===== config.mk =====
export PLATFORM = sky130hd
export DESIGN_NAME = lm_round_cedc
export DESIGN_NICKNAME = d
export VERILOG_FILES = /design/src/rtl/lm_cedc_pkg.sv /design/src/rtl/lm_grp_parity.sv /design/src/rtl/lm_par_verify.sv /design/src/rtl/lm_ortho.sv /design/src/rtl/lm_round_cedc.sv
export SDC_FILE = /design/constraint.sdc
export NUM_CORES = 1
export LEC_CHECK = 0
export BUFFER_PORTS_ARGS = -buffer_cell sky130_fd_sc_hd__buf_2
export CORE_MARGIN = 2
export CORE_UTILIZATION = 49
export DETAILED_ROUTE_END_ITERATION = 10
export GPL_ROUTABILITY_DRIVEN = 1
export PLACE_DENSITY_LB_ADDON = 0.08
export SYNTH_ARGS = -nofsm -noshare
export SYNTH_HDL_FRONTEND = slang
export SYNTH_HIERARCHICAL = 1
export SYNTH_SLANG_ARGS = --single-unit

===== constraint.sdc =====
create_clock -name clk -period 3.2 [get_ports clk]
set_clock_uncertainty 0.1 [all_clocks]
set_input_delay 0.32 -clock clk [delete_from_list [all_inputs] [get_ports clk]]
set_output_delay 0.32 -clock clk [all_outputs]
set_load 0.01 [all_outputs]

===== src/rtl/lm_cedc_pkg.sv =====
`timescale 1ns/1ps
package lm_cedc_pkg;
  typedef enum logic [1:0] {
    FN_MIX   = 2'd0,
    FN_LEFT  = 2'd1,
    FN_RIGHT = 2'd2,
    FN_NONE  = 2'd3
  } fault_net_e;

  localparam int CHK_MIX = 0;
  localparam int CHK_KEY = 1;
  localparam int CHK_SUB = 2;
  localparam int CHK_ORT = 3;
  localparam int NCHK    = 4;
endpackage


===== src/rtl/lm_grp_parity.sv =====
`timescale 1ns/1ps
// Even parity of each of PG equal groups of a data word.
module lm_grp_parity #(
  parameter int DW = 32,
  parameter int PG = 1
) (
  input  logic [DW-1:0] data_i,
  output logic [PG-1:0] par_o
);
  localparam int GW = DW / PG;

  for (genvar g = 0; g < PG; g++) begin : g_grp
    assign par_o[g] = ^data_i[g*GW +: GW];
  end
endmodule


===== src/rtl/lm_par_verify.sv =====
`timescale 1ns/1ps
// Verifier: recomputes group parity and flags disagreement with prediction.
module lm_par_verify #(
  parameter int DW = 32,
  parameter int PG = 1
) (
  input  logic [DW-1:0] data_i,
  input  logic [PG-1:0] pred_i,
  output logic          mism_o
);
  logic [PG-1:0] recomp;

  lm_grp_parity #(.DW(DW), .PG(PG)) u_gp (
    .data_i (data_i),
    .par_o  (recomp)
  );

  assign mism_o = |(recomp ^ pred_i);
endmodule


===== src/rtl/lm_ortho.sv =====
`timescale 1ns/1ps
// Orthomorphism / inverse on one half, with output parity prediction.
module lm_ortho #(
  parameter int DW = 32,
  parameter int PG = 1
) (
  input  logic [DW-1:0] y_i,
  input  logic [PG-1:0] yp_i,
  input  logic          enc_i,
  input  logic          last_i,
  output logic [DW-1:0] o_y,
  output logic [PG-1:0] o_p,
  output logic          chk_o
);
  localparam int QW = DW / 2;

  logic [QW-1:0] al;
  logic [QW-1:0] ar;

  assign al = y_i[DW-1:QW];
  assign ar = y_i[QW-1:0];

  always_comb begin
    if (last_i)     o_y = y_i;
    else if (enc_i) o_y = {ar, ar ^ al};
    else            o_y = {al ^ ar, al};
  end

  if (PG == 1) begin : g_single
    // One bit per half: output parity is one sub-half's parity taken from data,
    // so the whole word is verified against its prediction first.
    logic [1:0] hp;

    lm_grp_parity #(.DW(DW), .PG(2)) u_half (
      .data_i (y_i),
      .par_o  (hp)
    );

    always_comb begin
      if (last_i)     o_p = yp_i;
      else if (enc_i) o_p = hp[1];
      else            o_p = hp[0];
    end

    assign chk_o = ~last_i & (hp[1] ^ hp[0] ^ yp_i[0]);
  end else begin : g_multi
    // Group boundaries align with the sub-halves: prediction is closed form.
    localparam int HP = PG / 2;
    logic [HP-1:0] pl;
    logic [HP-1:0] pr;

    assign pl = yp_i[PG-1:HP];
    assign pr = yp_i[HP-1:0];

    always_comb begin
      if (last_i)     o_p = yp_i;
      else if (enc_i) o_p = {pr, pr ^ pl};
      else            o_p = {pl ^ pr, pl};
    end

    assign chk_o = 1'b0;
  end
endmodule


===== src/rtl/lm_round_cedc.sv =====
`timescale 1ns/1ps
module lm_round_cedc
  import lm_cedc_pkg::*;
#(
  parameter int DW = 32,
  parameter int PG = 1
) (
  input  logic                  clk,
  input  logic                  rst_n,
  input  logic                  valid_i,
  input  logic                  clr_i,
  input  logic                  enc_i,
  input  logic                  last_i,
  input  logic [DW-1:0]         xl_i,
  input  logic [PG-1:0]         xl_par_i,
  input  logic [DW-1:0]         xr_i,
  input  logic [PG-1:0]         xr_par_i,
  input  logic [2*DW-1:0]       rk_i,
  input  logic [2*PG-1:0]       rk_par_i,
  output logic [DW-1:0]         mix_o,
  output logic [PG-1:0]         mix_par_o,
  input  logic [DW-1:0]         f_i,
  input  logic [PG-1:0]         f_par_i,
  input  logic                  fault_en_i,
  input  logic [1:0]            fault_net_i,
  input  logic [$clog2(DW)-1:0] fault_bit_i,
  output logic [DW-1:0]         yl_o,
  output logic [PG-1:0]         yl_par_o,
  output logic [DW-1:0]         yr_o,
  output logic [PG-1:0]         yr_par_o,
  output logic [NCHK-1:0]       chk_o,
  output logic                  err_o
);
  // Reset: asynchronous assert, synchronous release.
  logic [1:0] rst_sync_q;
  logic       rst_n_s;

  always_ff @(posedge clk or negedge rst_n) begin
    if (!rst_n) rst_sync_q <= 2'b00;
    else        rst_sync_q <= {rst_sync_q[0], 1'b1};
  end
  assign rst_n_s = rst_sync_q[1];

  // Stuck-at-0 forcing masks.
  fault_net_e    fnet;
  logic [DW-1:0] fmask;
  logic [DW-1:0] mask_mix;
  logic [DW-1:0] mask_left;
  logic [DW-1:0] mask_right;

  assign fnet       = fault_net_e'(fault_net_i);
  assign fmask      = fault_en_i ? ({{(DW-1){1'b0}}, 1'b1} << fault_bit_i) : '0;
  assign mask_mix   = (fnet == FN_MIX)   ? fmask : '0;
  assign mask_left  = (fnet == FN_LEFT)  ? fmask : '0;
  assign mask_right = (fnet == FN_RIGHT) ? fmask : '0;

  // Key mixing stage (pure XOR: parity is XOR of operand parities).
  logic [DW-1:0] mix_d;
  logic [PG-1:0] mix_p;

  assign mix_d     = (xl_i ^ xr_i ^ rk_i[DW-1:0]) & ~mask_mix;
  assign mix_p     = xl_par_i ^ xr_par_i ^ rk_par_i[PG-1:0];
  assign mix_o     = mix_d;
  assign mix_par_o = mix_p;

  logic [NCHK-1:0] chk_now;

  lm_par_verify #(.DW(DW), .PG(PG)) u_vmix (
    .data_i (mix_d),
    .pred_i (mix_p),
    .mism_o (chk_now[CHK_MIX])
  );

  lm_par_verify #(.DW(DW), .PG(PG)) u_vkey (
    .data_i (rk_i[2*DW-1:DW]),
    .pred_i (rk_par_i[2*PG-1:PG]),
    .mism_o (chk_now[CHK_KEY])
  );

  // Round-function result: parity recomputed from data re-enters the channel.
  logic [PG-1:0] f_rp;

  lm_grp_parity #(.DW(DW), .PG(PG)) u_fpar (
    .data_i (f_i),
    .par_o  (f_rp)
  );
  assign chk_now[CHK_SUB] = |(f_rp ^ f_par_i);

  // XOR stages.
  logic [DW-1:0] yl_d;
  logic [PG-1:0] yl_p;
  logic [DW-1:0] yr_d;
  logic [PG-1:0] yr_p;

  assign yl_d = (xl_i ^ f_i) & ~mask_left;
  assign yl_p = xl_par_i ^ f_rp;
  assign yr_d = (xr_i ^ f_i) & ~mask_right;
  assign yr_p = xr_par_i ^ f_rp;

  // Orthomorphism stage.
  logic [DW-1:0] ol_d;
  logic [PG-1:0] ol_p;

  lm_ortho #(.DW(DW), .PG(PG)) u_ortho (
    .y_i    (yl_d),
    .yp_i   (yl_p),
    .enc_i  (enc_i),
    .last_i (last_i),
    .o_y    (ol_d),
    .o_p    (ol_p),
    .chk_o  (chk_now[CHK_ORT])
  );

  // Next state.
  logic [DW-1:0]   yl_q, yl_n;
  logic [PG-1:0]   ylp_q, ylp_n;
  logic [DW-1:0]   yr_q, yr_n;
  logic [PG-1:0]   yrp_q, yrp_n;
  logic [NCHK-1:0] chk_q, chk_n;

  always_comb begin
    yl_n  = yl_q;
    ylp_n = ylp_q;
    yr_n  = yr_q;
    yrp_n = yrp_q;
    if (valid_i) begin
      yl_n  = ol_d;
      ylp_n = ol_p;
      yr_n  = yr_d;
      yrp_n = yr_p;
    end
    chk_n = (clr_i ? '0 : chk_q) | (valid_i ? chk_now : '0);
  end

  always_ff @(posedge clk or negedge rst_n_s) begin
    if (!rst_n_s) begin
      yl_q  <= '0;
      ylp_q <= '0;
      yr_q  <= '0;
      yrp_q <= '0;
      chk_q <= '0;
    end else begin
      yl_q  <= yl_n;
      ylp_q <= ylp_n;
      yr_q  <= yr_n;
      yrp_q <= yrp_n;
      chk_q <= chk_n;
    end
  end

  assign yl_o     = yl_q;
  assign yl_par_o = ylp_q;
  assign yr_o     = yr_q;
  assign yr_par_o = yrp_q;
  assign chk_o    = chk_q;
  assign err_o    = |chk_q;

  // Assertion support: parities recomputed on ports.
  logic [PG-1:0] xr_rp;
  logic [PG-1:0] yr_out_rp;

  lm_grp_parity #(.DW(DW), .PG(PG)) u_a_xr (
    .data_i (xr_i),
    .par_o  (xr_rp)
  );

  lm_grp_parity #(.DW(DW), .PG(PG)) u_a_yr (
    .data_i (yr_q),
    .par_o  (yr_out_rp)
  );

  a_r2_sticky: assert property (@(posedge clk) disable iff (!rst_n_s)
    !clr_i |=> ((chk_q & $past(chk_q)) == $past(chk_q)));

  a_r13_clear: assert property (@(posedge clk) disable iff (!rst_n_s)
    (clr_i && !valid_i) |=> (chk_q == '0));

  a_r11_hold: assert property (@(posedge clk) disable iff (!rst_n_s)
    !valid_i |=> ($stable(yl_q) && $stable(ylp_q) && $stable(yr_q) && $stable(yrp_q)));

  a_r3_right_parity: assert property (@(posedge clk) disable iff (!rst_n_s)
    (valid_i && (xr_par_i == xr_rp) && !(fault_en_i && fnet == FN_RIGHT))
      |=> (yr_par_o == yr_out_rp));
endmodule


# Word level (Yosys, flattened, before mapping)
# Index checks and enable logic that the tools add are counted.
# op_classes
n_reduce_logical,7
muxes,10
bitwise,23
eq_ne,2
n_shift,1
# ops
cell,n
32-bit two-way mux,6
32-bit bitwise XOR,4
32-bit AND,3
32-bit NOT,3
32-bit XOR reduction,3
16-bit XOR reduction,2
"1-bit by 5-bit left shift with 32-bit output, first input constant",1
16-bit bitwise XOR,1
1-bit bitwise XOR,9
4-bit two-way mux,2
4-bit OR,1
4-bit OR reduction,1
"2-bit by 1-bit == test with 1-bit output, second input constant",1
"2-bit == test, second input constant",1
2-bit logical NOT,1
1-bit two-way mux,2
1-bit AND,1
1-bit NOT,1
# totals
word_cells,49
in_bits,179
output_inout_bits,104
reg_bits,72

# Logic depth before layout (Yosys ltp)
# depth
ltp_word,11
ltp_mapped,13
depth_no_buf,12

# Hierarchy
# The synthesis kept the hierarchy.
# by_module_without_submodules
mod,area_per_inst_um2,n_inst,cells_each,seq_area_each_um2
lm_round_cedc,4662.0,1,472,1801.7
lm_grp_parity (u_fpar ...),271.5,3,31,0.0
lm_ortho,724.4,1,118,0.0
lm_grp_parity (u_ortho.g_single.u_half),262.8,1,30,0.0
lm_par_verify,8.8,2,1,0.0

# Least setup slack after synthesis
# No wires, ideal clock.
# synth_path
kind,in2reg
start,input fault_en_i
end,register chk_q[3] (netlist: chk_o[3])
required_time_ns,2.974
arrival_time_ns,2.476
setup_slack_ns,0.498
stages,13
cell_sequence,buf_2 -> nand2_1 -> nor3_1 -> a21oi_1 -> xnor2_1 -> xnor2_1 -> xnor2_1 -> xnor2_1 -> xor2_1 -> xnor2_1 -> nor2_1 -> nand2_1 -> o21ai_0
# synth_between
elab_chain_len,10
word_cells_on_any_way,11
# synth_lines
item,line,text
start: declaration,lm_round_cedc.sv:24,"input logic fault_en_i,"
32-bit two-way mux,lm_round_cedc.sv:52,"assign fmask = fault_en_i ? ({{(DW-1){1'b0}}, 1'b1} << fault_bit_i) : '0;"
32-bit two-way mux,lm_round_cedc.sv:54,assign mask_left = (fnet == FN_LEFT) ? fmask : '0;
32-bit NOT,lm_round_cedc.sv:95,assign yl_d = (xl_i ^ f_i) & ~mask_left;
32-bit AND,lm_round_cedc.sv:95,
via yl_d[18],lm_round_cedc.sv:90,logic [DW-1:0] yl_d;
16-bit XOR reduction,lm_grp_parity.sv:13,assign par_o[g] = ^data_i[g*GW +: GW];
via u_ortho.g_single.hp[1],lm_ortho.sv:32,logic [1:0] hp;
1-bit bitwise XOR (2 in a row),lm_ortho.sv:45,assign chk_o = ~last_i & (hp[1] ^ hp[0] ^ yp_i[0]);
1-bit AND,lm_ortho.sv:45,
via chk_now[3],lm_round_cedc.sv:66,logic [NCHK-1:0] chk_now;
4-bit two-way mux,lm_round_cedc.sv:132,chk_n = (clr_i ? '0 : chk_q) | (valid_i ? chk_now : '0);
4-bit OR,lm_round_cedc.sv:132,
via chk_n[3],lm_round_cedc.sv:119,"logic [NCHK-1:0] chk_q, chk_n;"
end signal: assignment,lm_round_cedc.sv:147,chk_q <= chk_n;
end: declaration,lm_round_cedc.sv:119,
# The timed path passes the listed nets, and every way through them passes these cells.
# A chain may end at the register's enable or synchronous reset.

# Worst setup path in the final report
# layout_path
start,input fault_net_i[1]
end,register chk_q[3] (netlist: chk_o[3])
# layout_between
elab_chain_len,10
word_cells_on_any_way,11
# layout_lines
item,line,text
start: declaration,lm_round_cedc.sv:25,"input logic [1:0] fault_net_i,"
2-bit by 1-bit == test with 1-bit output,lm_round_cedc.sv:54,
32-bit two-way mux,lm_round_cedc.sv:54,
32-bit NOT,lm_round_cedc.sv:95,
32-bit AND,lm_round_cedc.sv:95,
via yl_d[26],lm_round_cedc.sv:90,
16-bit XOR reduction,lm_grp_parity.sv:13,
via u_ortho.g_single.hp[1],lm_ortho.sv:32,
1-bit bitwise XOR (2 in a row),lm_ortho.sv:45,
1-bit AND,lm_ortho.sv:45,
via chk_now[3],lm_round_cedc.sv:66,
4-bit two-way mux,lm_round_cedc.sv:132,
4-bit OR,lm_round_cedc.sv:132,
via chk_n[3],lm_round_cedc.sv:119,
# The timed path passes the listed nets, and every way through them passes these cells.

==> results.yml <==
finish:
  drive_gt1_share_pct: 37.2
  area_delta_synth_final_pct: 30.6
  nets: 1184
  diodes: 0
  final_core_util_pct: 64.7
grt:
  track_usage_pct: 32.9
  grt-ovfl-total: 0
  grt_pass1_wl_um: 35200
  grt_pass1_vias: 6246
  antenna_found_initial: 0
  grt_max_degree: 74
clock_tree:
  insertion_delay_ps: 330
  cts_hold_buf: 1
  clockRootBuffer: "clkbuf_16"
  post_cts_buffers: 0
  cts_sinks: 72
  cts_made_buffers: 9
  cts_resized: 0
  clk_pin_slew_ps: 60
  cts.htree.levels: 3
  cts_tree: "done"
  clk_path_buf_depth: 2
synthesis:
  synth_nets: 894
  synth.top_cell.area_share_pct: 27.8
  synth_seq_cells: 72
  yosys_warnings: 6
  syn_avg_cell_area_um2: 9.06
  synthTopCellsByArea: "dfrtp_1, xnor2_1, xor2_1"
  ys_seq_area_share_pct: 27.8
  syn_area_mm2: 0.00648
  async_reset_ff_share_pct: 100
  yosys.area.top_type: "dfrtp_1"
  synth_edf_count: 0
  synthCells: 715
  synthFlopType: "dfrtp_1"
  synth_cell_type_count: 36
drt:
  routed_via_density: 5.41
  drc: 0
  finalWirelength_um: 23500
  drtIter0Drc: 524
  ant_nets: 0
  wl_per_cell_um: 19.8
  drt-pass1-iter-count: 5
  num_vias: 6409
setup_path:
  reg2reg_to: "chk_o[1]"
  criticalPathCategory: "in2reg"
  cp-start-kind: "input port"
  reg2regPathDepth: 1
  r2r_slack_ps: 2040
  worstSetupStartpoint: "fault_net_i[1]"
  arrival_ps: 2790
  r2r-start: "rst_sync_q[1]"
  cp_max_fo: 9
  cp.required_ps: 3310
  cp-end-kind: "flop"
  cp-endpoint: "chk_o[3]"
die:
  die_y_um: 119
  start_util_pct: 49.5
  die_area_mm2: 0.0142
  rows: 42
  core_area_mm2: 0.0131
  ios: 283
  die_x_um: 119
power_and_ir_drop:
  p_int_uw: 2830
  p_leak_uw: 0.00373
  seqPwrFrac_pct: 25.6
  power_switching_uw: 1810
  power_frac_comb_pct: 52.4
  p_per_area_mw_per_mm2: 549
  p_sw_share_pct: 39.0
  vdd_drop_max_mv: 0.302
  clkPwrFrac_pct: 22.0
outcome:
  status: "complete, no violations"
timing:
  hold_viol_final: 0
  setup_viol: 0
  rsz0062_at_grt: "no"
  worst_pin_slew_ps: 996
  finalSetupTns_ps: 0
  report.final.slew_viol_count: 0
  slew_headroom_pct: 33.6
  clock.fmax_ghz: 0.373
  period_share_pct: 83.7
  fin_crit_ps: 2680
  timing.hold.ws_ps: 141
job:
  maxCapViolCount: 0
worst_hold_path:
  hp-class: "in2reg"
placed_design:
  hpwl_um: 19200
  numPortBuffers: 282
  place.gp.congestion: 0.912
state kept, by name, summed over array words and instances, names as in the netlist:
| signal | cells |
|---|---|
| yr_par_o | 1 |
| yl_par_o | 1 |
| yl_o | 32 |
| yr_o | 32 |
| chk_o | 4 |
| rst_sync_q | 2 |
worst max-delay path, stage by stage:
cell      delay (ps)
buf_2            170
nand2b_1         220
nor2_1           470
a21oi_1          310
xnor2_1          270
xnor2_1          160
xnor2_1          160
xnor2_1          180
xor2_1           200
xnor2_1          130
nor2_1            50
nand2_1           60
o21ai_0           90
routing by layer:
layer / share of wire [%] / GRT usage [%]
met5: 0 / 0
met4: 2.1 / 9.00
met3: 9.3 / 7.18
met2: 50 / 57.1
met1: 39 / 41.3
cell usage after synthesis, types with 4 or more instances:
cell	count
xnor2_1	184
a21oi_1	93
xor2_1	76
dfrtp_1	72
nor2_1	42
inv_1	37
mux2_2	33
a311oi_1	28
o21ai_0	28
o211ai_1	24
buf_2	10
o21ai_1	10
nand2_1	8
o211ai_2	8
clkbuf_1	7
nand2b_1	7
buf_1	6
buf_6	5
nand4bb_1	5
a21boi_0	4
nand4b_1	4
nor3_2	4
power by group through the flow:
stage / sequential [uW] / clock, uW / combinational [uW]
3_5_place_dp: 1210 / 0 / 2410
3_3_place_gp: 1200 / 0 / 2400
6_report: 1190 / 1020 / 2430
2_1_floorplan: 1270 / 0 / 1560
5_1_grt: 1210 / 1070 / 2640
4_1_cts: 1190 / 1030 / 2430
logic make-up (layout without fill, tap and decap cells):
logic type | count (synthesis) | after routing | synth area share, %
AOI/OAI and AO/OA | 198 | 198 | 19.3
buffers and inverters | 68 | 362 | 4.85
DFF | 72 | 72 | 27.8
muxes | 34 | 34 | 5.89
other | 1 | 1 | 0.0579
xor gates and xnor gates | 260 | 260 | 35.1
and+or+nand+nor | 82 | 82 | 6.95
metrics by stage:
| step | setup WS (ps) | power (uW) | cells | area [um2] |
|---|---|---|---|---|
| after detailed placement | 235 | 3620 | 1169 | 8160 |
| after CTS | 572 | 4650 | 1185 | 8460 |
| after floorplan | 498 | 2830 | 715 | 6480 |
| after global placement | 329 | 3600 | 1169 | 8160 |
| after global routing | 305 | 4910 | 1185 | 8460 |
| final | 522 | 4640 | 1185 | 8460 |
cells in the final DEF, fill, tap and decap left out, types with 10 or more instances in the layout:
cell | Yosys | layout
o211ai_1 | 24 | 24
o21ai_0 | 28 | 28
inv_1 | 37 | 37
buf_4 | 2 | 27
xor2_1 | 76 | 76
dfrtp_1 | 72 | 71
a21oi_1 | 93 | 93
o21ai_1 | 10 | 10
mux2_2 | 33 | 33
xnor2_1 | 184 | 184
nor2_1 | 42 | 42
buf_2 | 10 | 281
a311oi_1 | 28 | 28
area by class of cell:
class	instances	area (um2)
fillers	1188	4620
multi-input cells	575	4370
flip-flops and latches	72	1800
repair buffers	310	1640
clock buffers	10	239
well taps	176	220
inverters	37	139
clock inverters	5	57.6
how the worst min path moves through the flow:
stage / cells after the start / slack, ps / startpoint / end
finish: 2 / 140 / clr_i / chk_o[2]
global route: 2 / 150 / clr_i / chk_o[2]
CTS: 2 / 140 / clr_i / chk_o[2]
detailed placement: 1 / 8 / rst_n / rst_sync_q[0]
global placement: 1 / 6 / rst_n / rst_sync_q[0]
floorplan: 0 / -80 / rst_n / rst_sync_q[0]
Power figures use the tool's default switching activity.
